==> src/rtl/dmaf_pkg.sv <==
package dmaf_pkg;

   // Width helper: at least one bit even for a single-entry structure.
   function automatic int clog2_min1(input int v);
      return (v <= 2) ? 1 : $clog2(v);
   endfunction

   // Ring index advance for a ring of arbitrary (not only power-of-two) size.
   function automatic int ring_next(input int idx, input int size);
      return (idx == size - 1) ? 0 : idx + 1;
   endfunction

endpackage

==> src/rtl/dmaf_bytefifo.sv <==
module dmaf_bytefifo
   import dmaf_pkg::*;
#(
   parameter  int DEPTH  = 32,
   parameter  int WR_MAX = 4,
   parameter  int RD_N   = 2,
   localparam int LW     = $clog2(DEPTH + 1),
   localparam int PW     = clog2_min1(DEPTH),
   localparam int SW     = $clog2(WR_MAX + 1)
) (
   input  logic                clk,
   input  logic                rst_n,
   input  logic                wr_en,
   input  logic [SW-1:0]       wr_len,
   input  logic [WR_MAX*8-1:0] wr_data,
   input  logic                rd_req,
   output logic                rd_ok_o,
   output logic                rd_fail_o,
   output logic [RD_N*8-1:0]   rd_data_o,
   output logic [LW-1:0]       level_o
);

   localparam bit POW2 = (DEPTH & (DEPTH - 1)) == 0;

   logic [7:0]    mem [DEPTH];
   logic [PW-1:0] wp_q, rp_q, wp_nx, rp_nx;
   logic [PW-1:0] wr_idx [WR_MAX];
   logic [PW-1:0] rd_idx [RD_N];
   logic [LW-1:0] level_q;
   logic          can_rd;

   assign can_rd  = level_q >= LW'(RD_N);
   assign level_o = level_q;

   // Pointer arithmetic: natural wrap for power-of-two depth, modulo otherwise.
   if (POW2) begin : g_pow2
      for (genvar i = 0; i < WR_MAX; i++) begin : g_w
         assign wr_idx[i] = wp_q + PW'(i);
      end
      for (genvar i = 0; i < RD_N; i++) begin : g_r
         assign rd_idx[i] = rp_q + PW'(i);
      end
      assign wp_nx = wp_q + PW'(wr_len);
      assign rp_nx = rp_q + PW'(RD_N);
   end else begin : g_mod
      for (genvar i = 0; i < WR_MAX; i++) begin : g_w
         assign wr_idx[i] = PW'((32'(wp_q) + i) % DEPTH);
      end
      for (genvar i = 0; i < RD_N; i++) begin : g_r
         assign rd_idx[i] = PW'((32'(rp_q) + i) % DEPTH);
      end
      assign wp_nx = PW'((32'(wp_q) + 32'(wr_len)) % DEPTH);
      assign rp_nx = PW'((32'(rp_q) + 32'(RD_N)) % DEPTH);
   end

   always_ff @(posedge clk) begin
      if (!rst_n) begin
         wp_q      <= '0;
         rp_q      <= '0;
         level_q   <= '0;
         rd_ok_o   <= 1'b0;
         rd_fail_o <= 1'b0;
         rd_data_o <= '0;
      end else begin
         rd_ok_o   <= rd_req & can_rd;
         rd_fail_o <= rd_req & ~can_rd;
         if (rd_req && can_rd) begin
            for (int i = 0; i < RD_N; i++) rd_data_o[8*i +: 8] <= mem[rd_idx[i]];
            rp_q <= rp_nx;
         end
         if (wr_en) begin
            for (int i = 0; i < WR_MAX; i++)
               if (i < int'(wr_len)) mem[wr_idx[i]] <= wr_data[8*i +: 8];
            wp_q <= wp_nx;
         end
         level_q <= level_q + (wr_en ? LW'(wr_len) : LW'(0))
                            - ((rd_req && can_rd) ? LW'(RD_N) : LW'(0));
      end
   end

   assert_no_overflow_R3: assert property (@(posedge clk) disable iff (!rst_n)
      wr_en |-> (32'(level_q) + 32'(wr_len) <= 32'(DEPTH)));

   assert_underrun_keeps_R7: assert property (@(posedge clk) disable iff (!rst_n)
      rd_fail_o |-> (32'(level_q) == 32'($past(level_q)) + ($past(wr_en) ? 32'($past(wr_len)) : 32'd0)));

endmodule

==> src/rtl/dmaf_slots.sv <==
module dmaf_slots
   import dmaf_pkg::*;
#(
   parameter  int SLOTS  = 4,
   parameter  int REQ_MAX = 4,
   localparam int TW     = clog2_min1(SLOTS),
   localparam int SW     = $clog2(REQ_MAX + 1),
   localparam int CW     = $clog2(SLOTS + 1),
   localparam int BW     = $clog2(SLOTS * REQ_MAX + 1)
) (
   input  logic                 clk,
   input  logic                 rst_n,
   input  logic                 alloc_i,
   input  logic [SW-1:0]        alloc_size_i,
   output logic [TW-1:0]        alloc_tag_o,
   output logic                 full_o,
   output logic                 empty_o,
   output logic [BW-1:0]        pend_bytes_o,
   input  logic                 rsp_valid_i,
   input  logic [TW-1:0]        rsp_tag_i,
   input  logic [REQ_MAX*8-1:0] rsp_data_i,
   input  logic                 cancel_all_i,
   output logic                 ret_o,
   output logic                 ret_keep_o,
   output logic [SW-1:0]        ret_size_o,
   output logic [REQ_MAX*8-1:0] ret_data_o
);

   logic [SLOTS-1:0]     vld_q, done_q, cncl_q;
   logic [SW-1:0]        size_q [SLOTS];
   logic [REQ_MAX*8-1:0] data_q [SLOTS];
   logic [TW-1:0]        head_q, tail_q;
   logic [CW-1:0]        cnt_q;
   logic [BW-1:0]        pend_q;

   assign alloc_tag_o  = tail_q;
   assign full_o       = cnt_q == CW'(SLOTS);
   assign empty_o      = cnt_q == '0;
   assign pend_bytes_o = pend_q;

   // Only the oldest slot may retire; younger finished slots wait for it.
   assign ret_o      = vld_q[head_q] & done_q[head_q];
   assign ret_keep_o = ~cncl_q[head_q] & ~cancel_all_i;
   assign ret_size_o = size_q[head_q];
   assign ret_data_o = data_q[head_q];

   always_ff @(posedge clk) begin
      if (!rst_n) begin
         vld_q  <= '0;
         done_q <= '0;
         cncl_q <= '0;
         head_q <= '0;
         tail_q <= '0;
         cnt_q  <= '0;
         pend_q <= '0;
         for (int s = 0; s < SLOTS; s++) begin
            size_q[s] <= '0;
            data_q[s] <= '0;
         end
      end else begin
         for (int s = 0; s < SLOTS; s++) begin
            if (alloc_i && tail_q == TW'(s)) begin
               vld_q[s]  <= 1'b1;
               done_q[s] <= 1'b0;
               cncl_q[s] <= 1'b0;
               size_q[s] <= alloc_size_i;
            end else begin
               if (ret_o && head_q == TW'(s)) vld_q[s] <= 1'b0;
               if (rsp_valid_i && rsp_tag_i == TW'(s)) begin
                  done_q[s] <= 1'b1;
                  data_q[s] <= rsp_data_i;
               end
               if (cancel_all_i) cncl_q[s] <= 1'b1;
            end
         end
         if (alloc_i) tail_q <= TW'(ring_next(int'(tail_q), SLOTS));
         if (ret_o)   head_q <= TW'(ring_next(int'(head_q), SLOTS));
         cnt_q  <= cnt_q + (alloc_i ? CW'(1) : CW'(0)) - (ret_o ? CW'(1) : CW'(0));
         pend_q <= pend_q + (alloc_i ? BW'(alloc_size_i) : BW'(0))
                          - (ret_o ? BW'(size_q[head_q]) : BW'(0));
      end
   end

   assert_slot_limit_R2: assert property (@(posedge clk) disable iff (!rst_n)
      alloc_i |-> (cnt_q < CW'(SLOTS)));

   assert_rsp_live_R4: assert property (@(posedge clk) disable iff (!rst_n)
      rsp_valid_i |-> (vld_q[rsp_tag_i] && !done_q[rsp_tag_i]));

endmodule

==> src/rtl/dmaf_issue.sv <==
module dmaf_issue
   import dmaf_pkg::*;
#(
   parameter  int ADDR_W  = 16,
   parameter  int REQ_MAX = 4,
   parameter  int DEPTH   = 32,
   parameter  int LW      = 6,
   parameter  int BW      = 5,
   localparam int SW      = $clog2(REQ_MAX + 1)
) (
   input  logic              clk,
   input  logic              rst_n,
   input  logic              start_i,
   input  logic [ADDR_W-1:0] start_addr_i,
   input  logic [ADDR_W-1:0] start_len_i,
   input  logic              stop_i,
   input  logic              slot_full_i,
   input  logic [LW-1:0]     level_i,
   input  logic [BW-1:0]     pend_i,
   output logic              issue_o,
   output logic [ADDR_W-1:0] addr_o,
   output logic [SW-1:0]     size_o,
   output logic              eob_o,
   output logic              eob_evt_o
);

   logic [ADDR_W-1:0] next_q, end_q, rem;
   logic              fits;

   assign rem    = end_q - next_q;
   assign size_o = (rem < ADDR_W'(REQ_MAX)) ? SW'(rem) : SW'(REQ_MAX);
   assign addr_o = next_q;
   assign eob_o  = next_q == end_q;
   // Space test counts buffered bytes, bytes still in flight and the new request.
   assign fits   = (32'(level_i) + 32'(pend_i) + 32'(size_o)) <= 32'(DEPTH);
   assign issue_o = ~eob_o & ~slot_full_i & ~stop_i & fits;

   always_ff @(posedge clk) begin
      if (!rst_n) begin
         next_q    <= '0;
         end_q     <= '0;
         eob_evt_o <= 1'b0;
      end else begin
         eob_evt_o <= issue_o && (ADDR_W'(size_o) == rem);
         if (stop_i)                 next_q <= end_q;
         else if (start_i && eob_o) begin
            next_q <= start_addr_i;
            end_q  <= start_addr_i + start_len_i;
         end else if (issue_o)       next_q <= next_q + ADDR_W'(size_o);
      end
   end

   assert_req_size_R1: assert property (@(posedge clk) disable iff (!rst_n)
      issue_o |-> (size_o != '0 && 32'(size_o) <= 32'(REQ_MAX)));

   assert_stop_halts_R5: assert property (@(posedge clk) disable iff (!rst_n)
      stop_i |=> (eob_o && !issue_o));

   assert_start_ignored_R8: assert property (@(posedge clk) disable iff (!rst_n)
      (start_i && !eob_o && !stop_i) |=> $stable(end_q));

   assert_eob_evt_R9: assert property (@(posedge clk) disable iff (!rst_n)
      eob_evt_o |-> eob_o);

endmodule

==> src/rtl/dmaf_prefetch_fifo.sv <==
module dmaf_prefetch_fifo
   import dmaf_pkg::*;
#(
   parameter  int ADDR_W     = 16,
   parameter  int FIFO_BYTES = 32,
   parameter  int REQ_MAX    = 4,
   parameter  int SLOTS      = 4,
   parameter  int CHUNK      = 2,
   localparam int SW         = $clog2(REQ_MAX + 1),
   localparam int TW         = clog2_min1(SLOTS),
   localparam int LW         = $clog2(FIFO_BYTES + 1),
   localparam int BW         = $clog2(SLOTS * REQ_MAX + 1)
) (
   input  logic                 clk,
   input  logic                 rst_n,
   input  logic                 start_i,
   input  logic [ADDR_W-1:0]    start_addr_i,
   input  logic [ADDR_W-1:0]    start_len_i,
   input  logic                 stop_i,
   output logic                 req_valid_o,
   output logic [ADDR_W-1:0]    req_addr_o,
   output logic [SW-1:0]        req_size_o,
   output logic [TW-1:0]        req_tag_o,
   input  logic                 rsp_valid_i,
   input  logic [TW-1:0]        rsp_tag_i,
   input  logic [REQ_MAX*8-1:0] rsp_data_i,
   input  logic                 pop_i,
   output logic                 pop_ok_o,
   output logic                 pop_fail_o,
   output logic [CHUNK*8-1:0]   pop_data_o,
   output logic [LW-1:0]        level_o,
   output logic                 eob_o,
   output logic                 eob_evt_o,
   output logic                 idle_o,
   output logic                 idle_evt_o
);

   if (REQ_MAX < 1 || REQ_MAX > FIFO_BYTES) begin : g_bad_req
      $error("REQ_MAX must lie in 1..FIFO_BYTES");
   end
   if (SLOTS < 2) begin : g_bad_slots
      $error("SLOTS must be at least 2");
   end
   if (CHUNK < 1 || CHUNK > FIFO_BYTES || FIFO_BYTES < 2) begin : g_bad_chunk
      $error("CHUNK must lie in 1..FIFO_BYTES and FIFO_BYTES must be at least 2");
   end

   logic                 slot_full, slot_empty, ret, ret_keep, idle_prev_q;
   logic [BW-1:0]        pend_bytes;
   logic [SW-1:0]        ret_size;
   logic [REQ_MAX*8-1:0] ret_data;

   dmaf_issue #(
      .ADDR_W(ADDR_W), .REQ_MAX(REQ_MAX), .DEPTH(FIFO_BYTES), .LW(LW), .BW(BW)
   ) u_issue (
      .clk, .rst_n, .start_i, .start_addr_i, .start_len_i, .stop_i,
      .slot_full_i(slot_full), .level_i(level_o), .pend_i(pend_bytes),
      .issue_o(req_valid_o), .addr_o(req_addr_o), .size_o(req_size_o),
      .eob_o, .eob_evt_o
   );

   dmaf_slots #(.SLOTS(SLOTS), .REQ_MAX(REQ_MAX)) u_slots (
      .clk, .rst_n,
      .alloc_i(req_valid_o), .alloc_size_i(req_size_o), .alloc_tag_o(req_tag_o),
      .full_o(slot_full), .empty_o(slot_empty), .pend_bytes_o(pend_bytes),
      .rsp_valid_i, .rsp_tag_i, .rsp_data_i, .cancel_all_i(stop_i),
      .ret_o(ret), .ret_keep_o(ret_keep), .ret_size_o(ret_size), .ret_data_o(ret_data)
   );

   dmaf_bytefifo #(.DEPTH(FIFO_BYTES), .WR_MAX(REQ_MAX), .RD_N(CHUNK)) u_fifo (
      .clk, .rst_n,
      .wr_en(ret & ret_keep), .wr_len(ret_size), .wr_data(ret_data),
      .rd_req(pop_i), .rd_ok_o(pop_ok_o), .rd_fail_o(pop_fail_o),
      .rd_data_o(pop_data_o), .level_o
   );

   assign idle_o     = slot_empty;
   assign idle_evt_o = slot_empty & ~idle_prev_q;

   always_ff @(posedge clk) begin
      if (!rst_n) idle_prev_q <= 1'b1;
      else        idle_prev_q <= slot_empty;
   end

   assert_capacity_R3: assert property (@(posedge clk) disable iff (!rst_n)
      (32'(level_o) + 32'(pend_bytes)) <= 32'(FIFO_BYTES));

   assert_idle_evt_R10: assert property (@(posedge clk) disable iff (!rst_n)
      idle_evt_o |-> (idle_o && !$past(idle_o)));

endmodule

==> config.mk <==
export PLATFORM = sky130hd
export DESIGN_NAME = dmaf_prefetch_fifo
export DESIGN_NICKNAME = d
export VERILOG_FILES = /design/src/rtl/dmaf_pkg.sv /design/src/rtl/dmaf_bytefifo.sv /design/src/rtl/dmaf_slots.sv /design/src/rtl/dmaf_issue.sv /design/src/rtl/dmaf_prefetch_fifo.sv
export SDC_FILE = /design/constraint.sdc
export NUM_CORES = 2
export LEC_CHECK = 0
export CAP_MARGIN = 5
export CORE_MARGIN = 2
export CORE_UTILIZATION = 45
export CTS_CLUSTER_DIAMETER = 40
export DETAILED_ROUTE_END_ITERATION = 10
export PLACE_DENSITY = 0.65
export SLEW_MARGIN = 0
export SYNTH_ARGS = -nofsm -noshare
export SYNTH_HDL_FRONTEND = slang
export SYNTH_SLANG_ARGS = --single-unit
==> constraint.sdc <==
create_clock -name clk -period 9.15 [get_ports clk]
set_input_delay 1.83 -clock clk [delete_from_list [all_inputs] [get_ports clk]]
set_output_delay 1.83 -clock clk [all_outputs]
set_load 0.005 [all_outputs]
==> metrics.txt <==
Pint 5.95 mW; initial antenna violation count 3; GRT Resource Usage Total 0.267; Syn Area/Cell 9.70 µm²; Highest Clock Rate 0.119 GHz; largest net degree at the start of global routing 67; via count 25800; outcome finished, final reports clean; Routed WL 98.6 mm; post-DP HPWL 63.1 mm; Worst Path Required 7.32 ns; CTS tree built; Area growth, synth to finish 14.6%; first-pass GRT wire length 151 mm; Bufs on Longest Clock Path 3; RSZ-0062 raised after global routing no; Final nets 3450; synth unique cells 84; total core area 70300 µm²; Synth async-reset ratio 0; nature of the critical path endpoint primary output; DR DRC count 0; part of the power in registers 0.295; synthesized net count 3452; Hold Buf Count CTS 0; Sink Count 489; final hold vios 0; clock power share 0.342; sequential area share after synthesis 0.430; final setup vio count 0; Primary FF master, synth edfxtp_1; Die Span Y 271 µm; Detailed Routing Iterations Pass 1 6; Max Transition Viols Final 0; sw frac 0.369; Post-synth EDFFs 396; Max-slew headroom 0.154; Detailed Route Iter0 Violations 2798; critical path class flip-flop to primary output; Gate power share 0.363; share of cells above drive strength 1 0.131; # IOs 122; number of nets with antenna violations after routing 0; Setup Fix Bufs, Post-CTS 0; Cell Area, Synth 32000 µm²; Initial Util 0.455; CTS buffer count 86; critical path fanouts, max 20; Synth Register Bits 489; Pwr Density 257 nW/µm²; Placer Congestion 0.933; Switch Pwr 3.48 mW; crit start category flip-flop; drt via density 5.98; clk_lat worst skew 0.67 ns; setup TNS 0 ns; Clock Skew 0.0606 ns; H-tree levels 3; die area 73200 µm²; root buf cell clkbuf_16; total grt overflow 0; max_cap viols 0; die width 271 µm; maximum VDD drop 227 µV; synthesized instance count 3300; wire per inst 22.9 µm; clock period minus worst slack 8.43 ns; crit share post-route 0.921; clock slew seen by the registers of the worst setup and hold paths 0.05 ns; number of cell rows 97; hold_ws 0.455 ns; Slew @ Worst Pin 1.26 ns; Port Buf Inserts 121; worst hold path class flip-flop to flip-flop; post-CTS sizing 0; vias in the first global route 24800; Lkg Pwr 12.7 nW; Worst EP arrival 6.60 ns; Yosys warning total 0; # fillers 6231
-- worst paths after layout --
kind	startpoint	endpoint	slack, ns	cells past startpoint
max	flip-flop	req_valid_o	0.72	21
min	u_fifo.rd_data_o[6]	u_fifo.rd_data_o[6]	0.46	2
max reg2reg	flip-flop	u_slots.pend_bytes_o[4]	2.09	28
min reg2reg	u_fifo.rd_data_o[6]	u_fifo.rd_data_o[6]	0.46	2
-- layer usage --
layer  wire length, µm  global-route usage  vias up
li1                  -                   -    11900
met1             41200               0.360    12500
met2             45900               0.428     1167
met3              8530              0.0486      215
met4              2980              0.0993        2
met5                19                   0        -
-- kinds of logic after synthesis --
family | Yosys count | share of synthesized area
AND/OR/NAND/NOR | 1183 | 0.176
AO/OA/AOI/OAI | 747 | 0.127
flip-flops | 489 | 0.430
multiplexers | 419 | 0.179
buffers and inverters | 334 | 0.0420
adder cells (fa/ha/maj) | 80 | 0.0339
XOR/XNOR | 48 | 0.0131
-- layout by cell type (no fill, tap or decap), types with 7 or more instances in the layout --
master	count
clkinv_2	15
nor3b_1	11
a211oi_1	14
nand4_1	13
buf_4	44
and3_1	12
nor2_2	21
ha_1	69
dfxtp_1	89
mux2_2	48
nor4_1	11
or3_1	20
or4_1	7
mux4_2	117
nor2_1	341
nor2b_1	14
nor3_1	45
nand2_1	423
a21o_1	18
clkbuf_16	87
nand2b_1	7
a31oi_1	7
o21ai_0	294
o31ai_1	8
inv_1	73
xor2_1	17
clkdlybuf4s50_1	120
inv_6	10
and2_1	150
o21ai_1	30
o211ai_1	11
clkinv_4	14
mux2i_1	254
nor2_4	19
fa_1	11
edfxtp_1	396
nand3_1	43
xnor2_1	31
a21oi_1	316
clkinvlp_4	7
-- per-stage QoR --
| step | area [µm²] | setup WS, ns | power, mW | utilization | instances |
|---|---|---|---|---|---|
| 2_1_floorplan | 32000 | 1.99 | 5.12 | - | 3300 |
| 3_3_place_gp | 33700 | 1.57 | 6.16 | 0.480 | 4148 |
| 3_5_place_dp | 33700 | 1.47 | 6.18 | 0.480 | 4148 |
| 4_1_cts | 36600 | 0.779 | 9.41 | 0.522 | 4308 |
| 5_1_grt | 36700 | 0.389 | 9.90 | 0.522 | 4310 |
| 6_report | 36700 | 0.725 | 9.42 | 0.522 | 4311 |
-- Yosys cell counts, types with 17 or more instances --
cell / number / area, µm²
mux2i_1: 254 / 2540
nand2_1: 423 / 1590
dfxtp_1: 93 / 1860
xor2_1: 17 / 149
nor2_4: 19 / 214
nor3_1: 45 / 225
clkbuf_1: 185 / 694
buf_2: 54 / 270
nor2_1: 341 / 1280
and2_1: 150 / 938
or3_1: 20 / 125
inv_1: 73 / 274
o21ai_1: 26 / 130
mux2_2: 48 / 541
o21ai_0: 300 / 1500
nor2_2: 21 / 131
xnor2_1: 31 / 272
mux4_2: 117 / 2640
a21o_1: 18 / 135
edfxtp_1: 396 / 11900
nand3_1: 43 / 215
a21oi_1: 316 / 1580
ha_1: 69 / 863
-- final cells by class --
type / instances / area, µm² / area share
inverter: 77 / 289 / 0.00788
multi-input combinational: 2477 / 16900 / 0.462
antenna: 1 / 2.50 / 0.0000683
clock buffer: 95 / 2230 / 0.0608
clock inverter: 65 / 721 / 0.0197
tap: 940 / 1180 / 0.0321
timing repair buffer: 167 / 1550 / 0.0422
sequential: 489 / 13800 / 0.375
-- worst max-delay path, stage by stage (launching register included) --
cell             delay [ns]
dfxtp_1                0.41
ha_1                   0.22
inv_1                  0.06
fa_1                   0.42
a21oi_1                0.24
o221ai_1               0.26
o21a_1                 0.25
o311ai_0               0.53
nand4_1                0.20
or3_1                  0.55
or2_1                  0.38
inv_1                  0.15
ha_1                   0.25
a21o_1                 0.20
a221oi_1               0.23
o2111a_1               0.24
a32o_1                 0.16
o22ai_2                0.08
buf_4                  0.17
nor2_1                 0.08
buf_4                  0.30
clkdlybuf4s50_1        0.56
-- registers in the layout, summed over array words and instances (netlist names), 2 cells and up, named ones only --
signal and count:
u_fifo.wp_q 5, u_slots.pend_bytes_o 5, u_slots.data_q 128, u_slots.size_q 12
u_fifo.rp_q 4, u_fifo.level_o 6, u_issue.end_q 16, u_fifo.mem 256
u_slots.head_q 2, u_fifo.rd_data_o 16, u_slots.vld_q 4, u_slots.cnt_q 3
u_slots.cncl_q 4, u_issue.addr_o 15, u_slots.done_q 4, u_slots.alloc_tag_o 2
-- power groups by stage --
stage | Sequential, mW | Combinational, mW | Clock (mW)
after global placement | 2.82 | 3.34 | 0
after CTS | 2.78 | 3.37 | 3.25
after global routing | 2.81 | 3.73 | 3.36
final | 2.78 | 3.42 | 3.22
after detailed placement | 2.82 | 3.35 | 0
after floorplan | 2.74 | 2.38 | 0
No activity file was read; power rests on OpenSTA's default activity.
